$ cat src/rtl/mdio_pkg.sv
package mdio_pkg;
  localparam int PRE_LEN   = 32;
  localparam int CMD_W     = 32;
  localparam int DATA_W    = 16;
  localparam int DIV_LOG2  = 3;
  localparam int SEL_W     = 2;
  localparam int FRAME_LEN = PRE_LEN + CMD_W;
  localparam int TA_BIT    = FRAME_LEN - DATA_W - 2;
  localparam int DATA_BIT  = FRAME_LEN - DATA_W;
  localparam logic [1:0] OP_READ = 2'b10;

  typedef struct packed {
    logic [1:0]        start;
    logic [1:0]        op;
    logic [4:0]        phy;
    logic [4:0]        regad;
    logic [1:0]        ta;
    logic [DATA_W-1:0] data;
  } mdio_cmd_t;
endpackage

$ cat src/rtl/mdio_mdc_gen.sv
module mdio_mdc_gen
  import mdio_pkg::*;
#(
  parameter int DIV_MIN_LOG2 = DIV_LOG2,
  parameter int SW           = SEL_W
) (
  input  logic          clk_i,
  input  logic          rst_ni,
  input  logic          run_i,
  input  logic [SW-1:0] sel_i,
  output logic          mdc_o,
  output logic          rise_o,
  output logic          bit_end_o
);
  localparam int DIV_MIN = 1 << DIV_MIN_LOG2;
  localparam int CNT_W   = DIV_MIN_LOG2 + (1 << SW) - 1;

  logic [CNT_W-1:0] cnt_q, cnt_last, half_last;

  assign cnt_last  = CNT_W'((DIV_MIN << sel_i) - 1);
  assign half_last = CNT_W'(((DIV_MIN / 2) << sel_i) - 1);

  always_ff @(posedge clk_i or negedge rst_ni) begin
    if (!rst_ni)                          cnt_q <= '0;
    else if (!run_i || cnt_q == cnt_last) cnt_q <= '0;
    else                                  cnt_q <= cnt_q + 1'b1;
  end

  assign mdc_o     = run_i && (cnt_q > half_last);
  assign rise_o    = run_i && (cnt_q == half_last);
  assign bit_end_o = run_i && (cnt_q == cnt_last);
endmodule

$ cat src/rtl/mdio_frame_seq.sv
module mdio_frame_seq
  import mdio_pkg::*;
#(
  parameter int PL = PRE_LEN,
  parameter int CW = CMD_W,
  parameter int DW = DATA_W,
  parameter int SW = SEL_W
) (
  input  logic          clk_i,
  input  logic          rst_ni,
  input  logic          accept_i,
  input  logic [CW-1:0] wr_data_i,
  input  logic [SW-1:0] sel_i,
  input  logic          rise_i,
  input  logic          bit_end_i,
  input  logic          mdio_i,
  output logic          busy_o,
  output logic [SW-1:0] sel_o,
  output logic [CW-1:0] cmd_o,
  output logic          mdio_o,
  output logic          mdio_oe_o
);
  localparam int FL    = PL + CW;
  localparam int IDX_W = $clog2(FL);
  localparam int POS_W = $clog2(CW);
  localparam logic [IDX_W-1:0] LAST_IDX = IDX_W'(FL - 1);
  localparam logic [IDX_W-1:0] TA_IDX   = IDX_W'(FL - DW - 2);
  localparam logic [IDX_W-1:0] DAT_IDX  = IDX_W'(FL - DW);

  logic             busy_q;
  logic [IDX_W-1:0] idx_q, off;
  logic [POS_W-1:0] pos;
  logic [CW-1:0]    cmd_q;
  logic [SW-1:0]    sel_q;
  logic             is_read, frame_bit;

  assign is_read = (cmd_q[CW-3 -: 2] == OP_READ);
  assign off     = idx_q - IDX_W'(PL);
  assign pos     = POS_W'(CW - 1) - off[POS_W-1:0];
  assign frame_bit = (idx_q < IDX_W'(PL)) ? 1'b1 : cmd_q[pos];

  always_ff @(posedge clk_i or negedge rst_ni) begin
    if (!rst_ni) begin
      busy_q <= 1'b0;
      idx_q  <= '0;
      cmd_q  <= '0;
      sel_q  <= '0;
    end else if (accept_i) begin
      busy_q <= 1'b1;
      idx_q  <= '0;
      cmd_q  <= wr_data_i;
      sel_q  <= sel_i;
    end else if (busy_q) begin
      if (rise_i && is_read && idx_q >= DAT_IDX)
        cmd_q[DW-1:0] <= {cmd_q[DW-2:0], mdio_i};
      if (bit_end_i) begin
        if (idx_q == LAST_IDX) busy_q <= 1'b0;
        else                   idx_q  <= idx_q + 1'b1;
      end
    end
  end

  assign busy_o    = busy_q;
  assign sel_o     = sel_q;
  assign cmd_o     = cmd_q;
  assign mdio_o    = busy_q ? frame_bit : 1'b1;
  assign mdio_oe_o = busy_q && !(is_read && idx_q >= TA_IDX);
endmodule

$ cat src/rtl/mdio_frame_engine.sv
module mdio_frame_engine
  import mdio_pkg::*;
(
  input  logic             clk_i,
  input  logic             rst_ni,
  input  logic             mgmt_en_i,
  input  logic [SEL_W-1:0] clk_div_i,
  input  logic             wr_en_i,
  input  logic [CMD_W-1:0] wr_data_i,
  output logic [CMD_W-1:0] cmd_o,
  output logic             idle_o,
  output logic             mdc_o,
  output logic             mdio_o,
  output logic             mdio_oe_o,
  input  logic             mdio_i
);
  logic busy, accept, rise, bit_end;
  logic [SEL_W-1:0] sel_run;

  assign accept = wr_en_i && mgmt_en_i && !busy;
  assign idle_o = !busy;

  mdio_mdc_gen #(.DIV_MIN_LOG2(DIV_LOG2), .SW(SEL_W)) u_mdc (
    .clk_i, .rst_ni, .run_i(busy), .sel_i(sel_run),
    .mdc_o, .rise_o(rise), .bit_end_o(bit_end)
  );

  mdio_frame_seq #(.PL(PRE_LEN), .CW(CMD_W), .DW(DATA_W), .SW(SEL_W)) u_seq (
    .clk_i, .rst_ni, .accept_i(accept), .wr_data_i, .sel_i(clk_div_i),
    .rise_i(rise), .bit_end_i(bit_end), .mdio_i,
    .busy_o(busy), .sel_o(sel_run), .cmd_o, .mdio_o, .mdio_oe_o
  );
endmodule

$ cat config.mk
export PLATFORM = sky130hd
export DESIGN_NAME = mdio_frame_engine
export DESIGN_NICKNAME = d
export VERILOG_FILES = /design/src/rtl/mdio_pkg.sv /design/src/rtl/mdio_mdc_gen.sv /design/src/rtl/mdio_frame_seq.sv /design/src/rtl/mdio_frame_engine.sv
export SDC_FILE = /design/constraint.sdc
export NUM_CORES = 1
export LEC_CHECK = 0
export ABC_AREA = 1
export BUFFER_PORTS_ARGS = -buffer_cell sky130_fd_sc_hd__buf_2
export CAP_MARGIN = 20
export CORE_MARGIN = 3
export CORE_UTILIZATION = 47
export CTS_CLUSTER_DIAMETER = 30
export DETAILED_ROUTE_END_ITERATION = 16
export GPL_TIMING_DRIVEN = 0
export PLACE_DENSITY = 0.76
export SYNTH_ARGS = -nofsm -noshare
export SYNTH_HDL_FRONTEND = slang
export SYNTH_SLANG_ARGS = --single-unit
$ cat constraint.sdc
create_clock -name clk_i -period 1.7 [get_ports clk_i]
set_input_delay 0.085 -clock clk_i [delete_from_list [all_inputs] [get_ports clk_i]]
set_output_delay 0.085 -clock clk_i [all_outputs]
set_load 0.02 [all_outputs]
# After elaboration in Yosys (flattened, before gate mapping)
# Cells that the tools add are included.
[totals]
mem_bits_ro = 0
output_inout_bits = 36
in_bits = 39
ramBits = 0
latchBits = 0
wordCells = 57
ff_bits = 47
n_memories = 0
[classes]
n_mul = 0
magnitude_cmp = 5
div = 0
reduce_logical = 17
muxes = 16
n_eq_ne = 5
bitwise = 0
add_sub_neg = 6
n_shift = 2
[ops]
columns = ["operator", "count"]
rows = [
  ["2-to-1 mux 16 bit", 3],
  ["2-to-1 mux 6 bit", 5],
  ["adder 6 x 1 -> 6 bit (second input constant)", 2],
  ["== test 6 bit", 2],
  [">= comparator 6 bit (second input constant)", 2],
  ["subtractor 6 x 2 -> 6 bit (second input constant)", 2],
  ["logical AND 1 bit", 9],
  ["2-to-1 mux 1 bit", 7],
  ["== test 6 bit (second input constant)", 1],
  ["> comparator 6 bit", 1],
  ["< comparator 5 x 6 -> 1 bit (second input constant)", 1],
  ["< comparator 6 bit (second input constant)", 1],
  ["nonzero test 2 bit", 3],
  ["left shift 3 x 2 -> 6 bit (first input constant)", 1],
  ["left shift 4 x 2 -> 6 bit (first input constant)", 1],
  ["binary-select mux 1 bit (select 5 bit)", 1],
  ["subtractor 5 x 1 -> 5 bit (second input constant)", 1],
  ["subtractor 5 bit (first input constant)", 1],
  ["AND reduction 3 bit", 1],
  ["== test 2 bit (second input constant)", 1],
  ["zero test 1 bit", 2],
  ["!= test 2 bit (second input constant)", 1],
  ["AND reduction 2 bit", 1],
  ["logical OR 1 bit", 1],
]

# Depth between registers and ports, before layout
# Gate-level depths: netlist of run 1.
[logic_depth]
ltp_word = 9
ltp_mapped = 10
mapped_depth_nobuf = 10

# Modules after synthesis
# A second synthesis of run 1 with hierarchy kept.
[unflattened]
cells_unflattened = 365
hier_area_um2 = 2647.5
[modules_own_cells]
columns = ["module", "seq_area_each_um2", "area_each_um2", "cells_each", "n_inst"]
rows = [
  ["mdio_frame_seq", 1026.0, 2187.1, 301, 1],
  ["mdio_mdc_gen", 150.1, 446.7, 61, 1],
  ["mdio_frame_engine", 0.0, 13.8, 3, 1],
]

# Worst setup path after synthesis of run 1
# Ideal clock, no wire load.
[synth_timing]
path_kind = "register -> register"
startpoint = "register u_seq.sel_q[1] (netlist: u_seq.sel_o[1])"
endpoint = "register u_seq.cmd_q[10] (netlist: u_seq.cmd_o[10])"
path_buffers = 1
t_required_ns = 1.581
path_stages_with_launch = 9
synth_period_minus_slack_ns = 1.630
slack_ns = 0.070
arrival_ns = 1.511
setup_time_ns = 0.119
cell_sequence = "dfrtp_1 -> nand2_1 -> ha_1 -> nand2_1 -> o21ai_2 -> nand2_4 -> buf_6 -> nor2_2 -> a21oi_2"
[synth_via]
elab_chain_len = 8
[synth_lines]
columns = ["element", "line", "rtl"]
rows = [
  ["from (decl)", "mdio_frame_seq.sv:34", "logic [SW-1:0] sel_q;"],
  ["from (signal assigned)", "mdio_frame_seq.sv:52", "sel_q <= sel_i;"],
  ["left shift 3 x 2 -> 6 bit", "mdio_mdc_gen.sv:21", "assign half_last = CNT_W'(((DIV_MIN / 2) << sel_i) - 1);"],
  ["subtractor 6 x 2 -> 6 bit", "mdio_mdc_gen.sv:21", ""],
  ["== test 6 bit", "mdio_mdc_gen.sv:30", "assign rise_o = run_i && (cnt_q == half_last);"],
  ["logical AND 1 bit", "mdio_mdc_gen.sv:30", ""],
  ["logical AND 1 bit (2 in a row)", "mdio_frame_seq.sv:54", "if (rise_i && is_read && idx_q >= DAT_IDX)"],
  ["nonzero test 2 bit (no source line)", "-", ""],
  ["AND reduction 2 bit (no source line)", "-", ""],
  ["to (signal assigned)", "mdio_frame_seq.sv:51", "cmd_q <= wr_data_i;"],
  ["to (signal, indexed assignment)", "mdio_frame_seq.sv:55", "cmd_q[DW-1:0] <= {cmd_q[DW-2:0], mdio_i};"],
  ["to (decl)", "mdio_frame_seq.sv:33", "logic [CW-1:0] cmd_q;"],
]
# No other way between the ends.
# A chain may end at the register's enable or synchronous reset.

# Final worst setup path of run 1
[layout_timing]
startpoint = "register u_seq.idx_q[0]"
endpoint = "output mdio_o"
[layout_via]
elab_chain_len = 6
elab_cells_between_ends = 7
classes_between = "add/sub: 2; order compare: 1; mux: 4"
[layout_lines]
columns = ["element", "line", "rtl"]
rows = [
  ["from (decl)", "mdio_frame_seq.sv:31", "logic [IDX_W-1:0] idx_q, off;"],
  ["from (signal assigned)", "mdio_frame_seq.sv:58", "else idx_q <= idx_q + 1'b1;"],
  ["subtractor 5 x 1 -> 5 bit", "mdio_frame_seq.sv:38", "assign off = idx_q - IDX_W'(PL);"],
  ["subtractor 5 bit", "mdio_frame_seq.sv:39", "assign pos = POS_W'(CW - 1) - off[POS_W-1:0];"],
  ["binary-select mux 1 bit (select 5 bit)", "mdio_frame_seq.sv:40", "assign frame_bit = (idx_q < IDX_W'(PL)) ? 1'b1 : cmd_q[pos];"],
  ["2-to-1 mux 1 bit (implied by the code)", "mdio_frame_seq.sv:40", ""],
  ["2-to-1 mux 1 bit *", "mdio_frame_seq.sv:40", ""],
  ["2-to-1 mux 1 bit *", "mdio_frame_seq.sv:66", "assign mdio_o = busy_q ? frame_bit : 1'b1;"],
  ["to (decl)", "mdio_frame_engine.sv:13", "output logic mdio_o,"],
]
# Every way passes the cells marked *; elsewhere a longest branch is shown, timed or not. The select of a mux whose other input is x is not followed.

==> impl_metrics.json, run 1 <==
{
  "outcome": "finished with violations",
  "violations": "setup timing",
  "layout_common_cells": "136 x nand2_1, 75 x buf_2, 43 x dfrtp_1",
  "slew_headroom_pct": 65.1,
  "tns_ns": -0.428,
  "num-fill-cells": 405,
  "clk_pin_slew_ns": 0.09,
  "drt-wirelength-per-cell_microns": 14.8,
  "io_pins": 75,
  "core_region_area_sq_mm": 0.00534,
  "hold_path_depth": 3,
  "clockBufferDepth": 2,
  "holdWs_ns": 0.00130,
  "timing.reg2reg.setup_slack_ns": -0.06,
  "tightestPinTransition_ns": 0.518,
  "portBuffers": 74,
  "cp.required_ns": 1.62,
  "syn_avg_cell_area_sq_um": 7.20,
  "fin_ws_ns": -0.144,
  "worstPathMaxFanout": 7,
  "crit_family": "simple AND/OR/NAND/NOR gates",
  "reg2reg_from": "u_seq.idx_q[0]",
  "yosysTopAreaCell": "dfrtp_1",
  "drv_cap": 0,
  "detail_route.vias_per_cell": 5.13,
  "finalHoldViolCount": 0,
  "grt.total_usage_pct": 23.8,
  "die_area_sq_mm": 0.00669,
  "fin_skew_ns": 0.00586,
  "syn-cell-area_sq_mm": 0.00270,
  "layout-drive-gt1-share_pct": 34.1,
  "antenna_left": 0,
  "finalCritPeriodShare_pct": 108,
  "yosysWarnings": 0,
  "leakage_nw": 2.04,
  "die_h_microns": 81.8,
  "path_cells": "clkbuf_8, nor2_1, nor2_1, nand2_1, nand3_1, nand3_1, nand2_1, nand2_1, nand2_2, buf_6",
  "yosysSeqAreaShare_pct": 43.6,
  "drt-initial-drc-count": 239,
  "grt_max_degree": 48,
  "min_path_type": "input pin to register",
  "finalSetupViolations": 7,
  "worstRegToRegCells": 10,
  "reg2reg_to": "u_seq.idx_q[2]",
  "yosysTopAreaCellShare_pct": 43.6,
  "rows": 26,
  "first_global_vias": 2676,
  "holdCritStartpoint": "wr_data_i[25]",
  "arrival_ns": 1.76,
  "critical_path_class": "register to output port",
  "synthToLayoutAreaGrowth_pct": 43.7,
  "start_util_pct": 50.6,
  "holdPathEnd": "u_seq.cmd_o[25]",
  "slew_violations": 0,
  "final_util_pct": 72.7,
  "route.detailed.drc": 0,
  "max_freq_mhz": 542,
  "vias": 2886,
  "die_w_microns": 81.8,
  "endpoint_kind": "output port",
  "setup.worst_path.start_class": "register",
  "grt_setup_unrepaired": "yes",
  "ys_ff_latch": 47,
  "final_common_cell": "nand2_1",
  "drt-total-wl_microns": 8320,
  "synthDistinctLibCells": 28,
  "cp_slowest_stage_delay_ns": 0.50,
  "cp.depth": 10,
  "pre_cts_slack_ns": -0.256,
  "clockRootBuffer": "clkbuf_8",
  "drtPass1Iterations": 4,
  "cp_slowest_cell": "dfrtp_2",
  "irDropWorstVdd_mv": 0.401,
  "syn_inst": 375,
  "power_density_mw_per_mm2": 501,
  "n_antenna_cell": 0,
  "antenna_found_initial": 0,
  "globalplace.congestion": 0.920,
  "cts_htree_levels": 2,
  "cpMostUsedCell": "nand2_1",
  "synth_fp_nets": 420,
  "grt_pass1_wl_microns": 12300,
  "dpl.hpwl_microns": 5210,
  "cts_tree": "done",
  "cts.sink_count": 47,
  "min_period_ns": 1.84,
  "clock_latency_ns": 0.31,
  "synth_area_leaders": "dfrtp_1 44%, nand2_1 20%, nand3_1 6.5%",
  "cts_inserted_buffers": 5,
  "layout.nets": 537,
  "grt_overflow": 0,
  "power_mw": 1.95,
  "crit_buf_inv": 2
}
-- cell usage after synthesis (all sizes together) --
| cell | count |
|---|---|
| nand2 | 147 |
| dfrtp | 47 |
| nor2 | 41 |
| nand3 | 37 |
| inv | 34 |
| o21ai | 25 |
| a21oi | 10 |
| buf | 8 |
| clkbuf | 6 |
| ha | 6 |
| xor2 | 6 |
| a21boi | 1 |
| a31oi | 1 |
| conb | 1 |
| nand4 | 1 |
| nor3 | 1 |
| nor3b | 1 |
| o21a | 1 |
| o31ai | 1 |
-- cell type report --
type | count | area (sq um) | share of cell area, %
inverters | 34 | 133 | 3.42
repair buffers | 110 | 749 | 19.3
multi-input cells | 280 | 1510 | 38.9
plain buffers | 14 | 126 | 3.26
well taps | 70 | 87.6 | 2.26
flip-flops and latches | 47 | 1180 | 30.4
clock inverters | 3 | 23.8 | 0.613
clock buffers | 5 | 68.8 | 1.77
-- flip-flops by register name (all words and copies together) (netlist names) --
register,flops
u_seq.idx_q,6
u_seq.cmd_o,32
u_mdc.cnt_q,6
u_seq.sel_o,2
u_seq.busy_o,1
-- power by group --
part / switching, mW / internal, mW / total [mW]
combinational: 0.0520 / 0.0707 / 0.123
sequential: 0.00147 / 1.12 / 1.12
clock: 0.409 / 0.294 / 0.703
-- layer usage --
layer	track usage [%]	vias to the layer above	routed length, microns
met5	0	-	0
met4	6.64	0	129
met3	4.39	13	710
met2	40.8	128	4130
met1	30.8	1340	3360
li1	-	1405	-
-- repair_timing --
action                                  in CTS  in global routing
endpoints found under the hold margin       17                 17
setup buffers                                8                  6
pin swaps                                    8                 22
hold buffers                                17                  1
endpoints found under the setup margin      19                 34
gates resized for setup                     33                 48
cloned                                       2                  1
-- metrics by stage --
stage	instance area, sq um	cells
floorplan	2700	375
CTS	3600	554
global placement	3160	519
finish	3880	563
detailed placement	3160	519
global route	3880	563
-- worst register-to-register path, cell delays in order (launching register included) --
cell     delay, ns
dfrtp_2       0.50
buf_4         0.16
buf_6         0.10
ha_2          0.19
nand2_2       0.09
nor2_1        0.05
nor2_2        0.16
nand3_4       0.14
nand2_4       0.15
nand3_1       0.08
nand2_1       0.09
-- cell families (layout without fill, tap and decap cells) --
family | count (synthesis) | count (layout) | synth area share (%)
AOI/OAI and AO/OA | 39 | 39 | 9.31
DFF | 47 | 47 | 43.6
other | 1 | 1 | 0.139
adders and majority gates | 6 | 6 | 2.78
buffers and inverters | 48 | 166 | 7.46
and+or+nand+nor | 228 | 228 | 34.8
xor gates and xnor gates | 6 | 6 | 1.95
-- worst max-delay path by stage --
stage | end | startpoint
2_1_floorplan | u_seq.cmd_o[10] | u_seq.sel_o[1]
3_3_place_gp | u_seq.cmd_o[12] | u_seq.sel_o[1]
3_5_place_dp | u_seq.cmd_o[9] | u_seq.sel_o[1]
4_1_cts | mdio_o | u_seq.idx_q[0]
5_1_grt | mdio_o | u_seq.idx_q[0]
6_report | mdio_o | u_seq.idx_q[0]
No activity file was read; power rests on OpenSTA's default activity.
==> run 2, diff against run 1 <==
--- a/config.mk
+++ b/config.mk
@@ -9,11 +9,10 @@
 export BUFFER_PORTS_ARGS = -buffer_cell sky130_fd_sc_hd__buf_2
 export CAP_MARGIN = 20
 export CORE_MARGIN = 3
-export CORE_UTILIZATION = 47
+export CORE_UTILIZATION = 30
 export CTS_CLUSTER_DIAMETER = 30
 export DETAILED_ROUTE_END_ITERATION = 16
 export GPL_TIMING_DRIVEN = 0
-export PLACE_DENSITY = 0.76
 export SYNTH_ARGS = -nofsm -noshare
 export SYNTH_HDL_FRONTEND = slang
 export SYNTH_SLANG_ARGS = --single-unit
==> constraint.sdc (replaced) <==
create_clock -name clk_i -period 1.7 [get_ports clk_i]
set_input_delay 0.085 -clock clk_i [delete_from_list [all_inputs] [get_ports clk_i]]
set_output_delay 0.085 -clock clk_i [all_outputs]
set_load 0.05 [all_outputs]
==> run 2 against run 1 <==
The flow still finishes with violations (setup timing); non-clock buffer count shrank 6; combinational power is 3% lower; die area rose by 52%; sequential power about the same; core utilization shrank 26 points; clock power grew 23%; sequential cell count unchanged; critical path depth stayed put; register-to-register slack improved by 0.05 ns; sequential share of layout area down 0.56 points; wire length down 2.4%; design area rose by 2.0%; critical path type unchanged; critical endpoint unchanged; largest power group unchanged.
==> impl_metrics.json, run 2 (synthesis results as in run 1) <==
{
  "outcome": "finished with violations",
  "violations": "setup timing",
  "final_common_cell": "nand2_1",
  "leakage_nw": 2.06,
  "drt-wirelength-per-cell_microns": 13.7,
  "die_w_microns": 101,
  "arrival_ns": 1.75,
  "reg2reg_to": "u_seq.idx_q[0]",
  "rows": 33,
  "grt_pass1_wl_microns": 13100,
  "finalCritPeriodShare_pct": 108,
  "setup.worst_path.start_class": "register",
  "drt-met1-wl_microns": 3890,
  "timing.reg2reg.setup_slack_ns": -0.01,
  "power_mw": 2.10,
  "largest_reg_flops": 32,
  "power_density_mw_per_mm2": 531,
  "max_freq_mhz": 546,
  "layout-drive-gt1-share_pct": 36.6,
  "antenna_left": 0,
  "clockRootBuffer": "clkbuf_8",
  "multi_input_area_sq_mm": 0.00153,
  "fin_ws_ns": -0.131,
  "holdCritStartpoint": "wr_data_i[29]",
  "drt-initial-drc-count": 118,
  "slew_headroom_pct": 66.4,
  "drtPass1Iterations": 5,
  "hold_path_depth": 3,
  "min_path_type": "input pin to register",
  "regArea_sq_mm": 0.00118,
  "drv_cap": 0,
  "grt.total_usage_pct": 16.1,
  "worstPathMaxFanout": 6,
  "dp_cells": 554,
  "fin_cells": 592,
  "crit_start": "u_seq.idx_q[0]",
  "holdPathEnd": "u_seq.cmd_o[29]",
  "core_region_area_sq_mm": 0.00846,
  "cpMostUsedCell": "nand2_1",
  "grt_setup_unrepaired": "yes",
  "cp_slowest_stage_delay_ns": 0.48,
  "worstRegToRegCells": 9,
  "path_cells": "inv_4, clkbuf_16, nand2_1, nand3_1, a21boi_1, nor2_1, nand2_1, nand2_1, nand2_2, buf_8",
  "tightestPinTransition_ns": 0.505,
  "globalplace.congestion": 0.889,
  "start_util_pct": 31.9,
  "die_area_sq_mm": 0.0102,
  "cp.required_ns": 1.62,
  "drt-total-wl_microns": 8130,
  "dpl.hpwl_microns": 5750,
  "clockBufferDepth": 2,
  "holdWs_ns": 0.00360,
  "detail_route.vias_per_cell": 4.70,
  "reg2reg_from": "u_seq.idx_q[0]",
  "pre_cts_slack_ns": -0.322,
  "n_antenna_cell": 0,
  "clk_pin_slew_ns": 0.08,
  "dr_wl_met2_microns": 3660,
  "antenna_found_initial": 0,
  "cts_tree": "done",
  "grt_overflow": 0,
  "clock_latency_ns": 0.30,
  "io_pins": 75,
  "dr_wl_met3_microns": 451,
  "cts_htree_levels": 2,
  "tns_ns": -0.146,
  "min_period_ns": 1.83,
  "critical_path_class": "register to output port",
  "slew_violations": 0,
  "endpoint_kind": "output port",
  "cts.sink_count": 47,
  "grt_max_degree": 48,
  "synthToLayoutAreaGrowth_pct": 46.6,
  "finalHoldViolCount": 0,
  "vias": 2784,
  "fin_skew_ns": 0.0105,
  "finalSetupViolations": 3,
  "num-fill-cells": 890,
  "first_global_vias": 2653,
  "layout.nets": 531,
  "irDropWorstVdd_mv": 0.324,
  "cp_slowest_cell": "dfrtp_2",
  "portBuffers": 74,
  "layout_common_cells": "125 x nand2_1, 75 x buf_2, 42 x dfrtp_1",
  "cts_inserted_buffers": 5,
  "route.detailed.drc": 0,
  "routed.top_layer": "met4",
  "die_h_microns": 101
}
-- run 2: critical path: cells and delay by family, from the launching register on --
kind	cells	cell delay, ns
buf+inv	3	0.40
compound gates	1	0.15
flops	1	0.48
simple gates	6	0.43
-- run 2: power breakdown --
part           internal (mW)  switching (mW)
Sequential              1.12         0.00169
Combinational         0.0639          0.0552
Clock                  0.476           0.387
Total                   1.66           0.444
-- run 2: worst max path at each step --
stage                            to  slack (ns)  depth (start not counted)
floorplan           u_seq.cmd_o[10]        0.02                          6
global placement             mdio_o       -0.29                         11
detailed placement  u_seq.cmd_o[15]       -0.32                          8
CTS                          mdio_o       -0.11                         11
global route                 mdio_o       -0.22                         10
finish                       mdio_o       -0.13                         10
-- run 2: layout make-up --
cell class	count	area share [%]
Buffer	13	3.29
Clock buffer	6	2.09
Clock inverter	2	0.885
Inverter	34	3.35
Multi-Input combinational cell	280	38.7
Sequential cell	47	29.9
Tap cell	105	3.32
Timing Repair Buffer	105	18.5
-- run 2: what timing repair did --
item / 4_1_cts / 5_1_grt
gates resized for setup: 52 / 45
hold buffers: 13 / 1
endpoints found under the setup margin: 22 / 35
endpoints found under the hold margin: 13 / 47
pin swaps: 13 / 20
cloned: 2 / 2
buffers inserted: 8 / 4
-- run 2: routing by layer --
| layer | vias up | global-route usage, % |
|---|---|---|
| met5 | - | 0 |
| met4 | 0 | 5.70 |
| met3 | 11 | 2.28 |
| met2 | 94 | 24.2 |
| met1 | 1280 | 23.6 |
| li1 | 1399 | - |
-- run 2: metrics by stage --
step	util (%)	instance area, sq um
after floorplan	-	2700
after global placement	37.9	3200
after detailed placement	37.9	3200
after CTS	44.0	3730
after global routing	46.8	3960
final	46.8	3960
==> run 3, diff against run 2 <==
==> constraint.sdc (replaced) <==
create_clock -name clk_i -period 2.28 [get_ports clk_i]
set_input_delay 0.114 -clock clk_i [delete_from_list [all_inputs] [get_ports clk_i]]
set_output_delay 0.114 -clock clk_i [all_outputs]
set_load 0.05 [all_outputs]
==> run 3 against run 2 <==
The flow now finishes without violations; register-to-register slack better by 0.41 ns; die area stayed put; design area is 13% lower; combinational power is 34% lower; hold slack better by 0.0073 ns; critical path depth stayed put; wire length is 5.2% lower; cell count is 3.2% lower; critical path type unchanged; largest power group unchanged.
==> impl_metrics.json, run 3 (synthesis results as in run 1) <==
{
  "antenna_left": 0,
  "dpl.hpwl_microns": 5730,
  "drv_cap": 0,
  "finalHoldViolCount": 0,
  "irDropWorstVdd_mv": 0.178,
  "cts_inserted_buffers": 5,
  "min_period_ns": 2.13,
  "synthToLayoutAreaGrowth_pct": 28.0,
  "fin_ws_ns": 0.149,
  "endpoint_kind": "output port",
  "max_freq_mhz": 469,
  "largest_reg_flops": 32,
  "slew_violations": 0,
  "setup.worst_path.start_class": "register",
  "cts_tree": "done",
  "core_region_area_sq_mm": 0.00846,
  "rows": 33,
  "cp_slowest_cell": "dfrtp_2",
  "cpMostUsedCell": "nand2_1",
  "cp_slowest_stage_delay_ns": 0.45,
  "clock_latency_ns": 0.31,
  "dp_cells": 554,
  "layout_common_cells": "145 x nand2_1, 79 x buf_2, 46 x dfrtp_1",
  "path_cells": "clkinvlp_4, clkbuf_4, nand2_1, nand3_1, nand3_1, nand3_1, nand2_1, nand2_1, nand2_1, buf_2",
  "pre_cts_slack_ns": 0.264,
  "outcome": "finished, final reports clean",
  "grt_setup_unrepaired": "no",
  "worstPathMaxFanout": 8,
  "cts_htree_levels": 2,
  "clk_pin_slew_ns": 0.09,
  "io_pins": 75,
  "slew_headroom_pct": 61.3,
  "globalplace.congestion": 0.882,
  "drt-total-wl_microns": 7700,
  "power_density_mw_per_mm2": 448,
  "drtPass1Iterations": 6,
  "drt-initial-drc-count": 101,
  "leakage_nw": 1.87,
  "fin_skew_ns": 0.00689,
  "drt-wirelength-per-cell_microns": 13.4,
  "timing.reg2reg.setup_slack_ns": 0.40,
  "tns_ns": 0,
  "crit_buf_inv": 3,
  "route.detailed.drc": 0,
  "finalCritPeriodShare_pct": 93.5,
  "cts.sink_count": 47,
  "critical_path_class": "register to output port",
  "layout-drive-gt1-share_pct": 24.8,
  "arrival_ns": 2.02,
  "grt_pass1_wl_microns": 12300,
  "fin_cells": 573,
  "detail_route.vias_per_cell": 4.60,
  "final_common_cell": "nand2_1",
  "n_antenna_cell": 0,
  "clockBufferDepth": 2,
  "clockRootBuffer": "clkbuf_8",
  "antenna_found_initial": 0,
  "grt.total_usage_pct": 15.4,
  "cp.required_ns": 2.17,
  "tightestPinTransition_ns": 0.581,
  "min_path_type": "input pin to register",
  "crit_family": "buffers and inverters",
  "die_area_sq_mm": 0.0102,
  "grt_overflow": 0,
  "portBuffers": 74,
  "first_global_vias": 2534,
  "postLayoutCellArea_sq_mm": 0.00346,
  "layout.nets": 512,
  "finalSetupViolations": 0,
  "vias": 2636,
  "start_util_pct": 31.9,
  "placed_area_sq_mm": 0.00320,
  "grt_max_degree": 48,
  "die_h_microns": 101,
  "die_w_microns": 101
}
[run 3: path summary, 6_finish.rpt]
path	cells after the start	to	from
worst max-delay path	10	mdio_o	u_seq.idx_q[0]
worst min-delay path	3	u_seq.sel_o[1]	clk_div_i[1]
worst max register to register	8	u_seq.cmd_o[12]	u_seq.sel_o[1]
worst min register to register	1	u_mdc.cnt_q[0]	u_mdc.cnt_q[0]
max in group asynchronous	3	u_seq.cmd_o[9]	rst_ni
min in group asynchronous	2	u_mdc.cnt_q[0]	rst_ni
[run 3: layer usage]
layer / vias to the layer above / share of wire, % / track usage [%]
li1: 1359 / - / -
met1: 1191 / 46 / 20.5
met2: 78 / 46 / 25.2
met3: 8 / 6.2 / 2.91
met4: 0 / 1.3 / 4.66
met5: - / 0 / 0
[run 3: cell type report]
| type | instances | area [sq um] |
|---|---|---|
| sequential | 47 | 1180 |
| tap | 105 | 131 |
| clock inverter | 3 | 47.5 |
| timing repair buffer | 86 | 495 |
| buffer | 13 | 75.1 |
| multi-input combinational | 280 | 1330 |
| fill | 881 | 5010 |
| inverter | 34 | 131 |
| clock buffer | 5 | 68.8 |
[run 3: repair_timing]
item,4_1_cts,5_1_grt
setup endpoints to repair,1,2
hold buffers,7,2
cloned,0,0
hold endpoints to repair,7,14
gates resized for setup,0,8
buffers inserted,0,2
[run 3: per-stage QoR]
step           power (mW)  util, %  hold WS (ns)
2_1_floorplan       0.863        -        -0.182
3_3_place_gp        0.915     37.8         0.315
3_5_place_dp        0.916     37.8         0.313
4_1_cts              1.57     40.0      0.000435
5_1_grt              1.62     40.8        0.0241
6_report             1.55     40.8        0.0109
[run 3: report_power, final]
| part | total (mW) | leakage, nW | switching (mW) | internal [mW] |
|---|---|---|---|---|
| registers | 0.835 | 0.525 | 0.000913 | 0.834 |
| clock network | 0.635 | 0.0587 | 0.303 | 0.333 |
| logic | 0.0785 | 1.29 | 0.0384 | 0.0401 |
| total | 1.55 | 1.87 | 0.342 | 1.21 |
[run 3: tightest hold or removal path: stages]
cell,delay (ns)
buf_2,0.08
nand2_1,0.04
o21ai_0,0.05
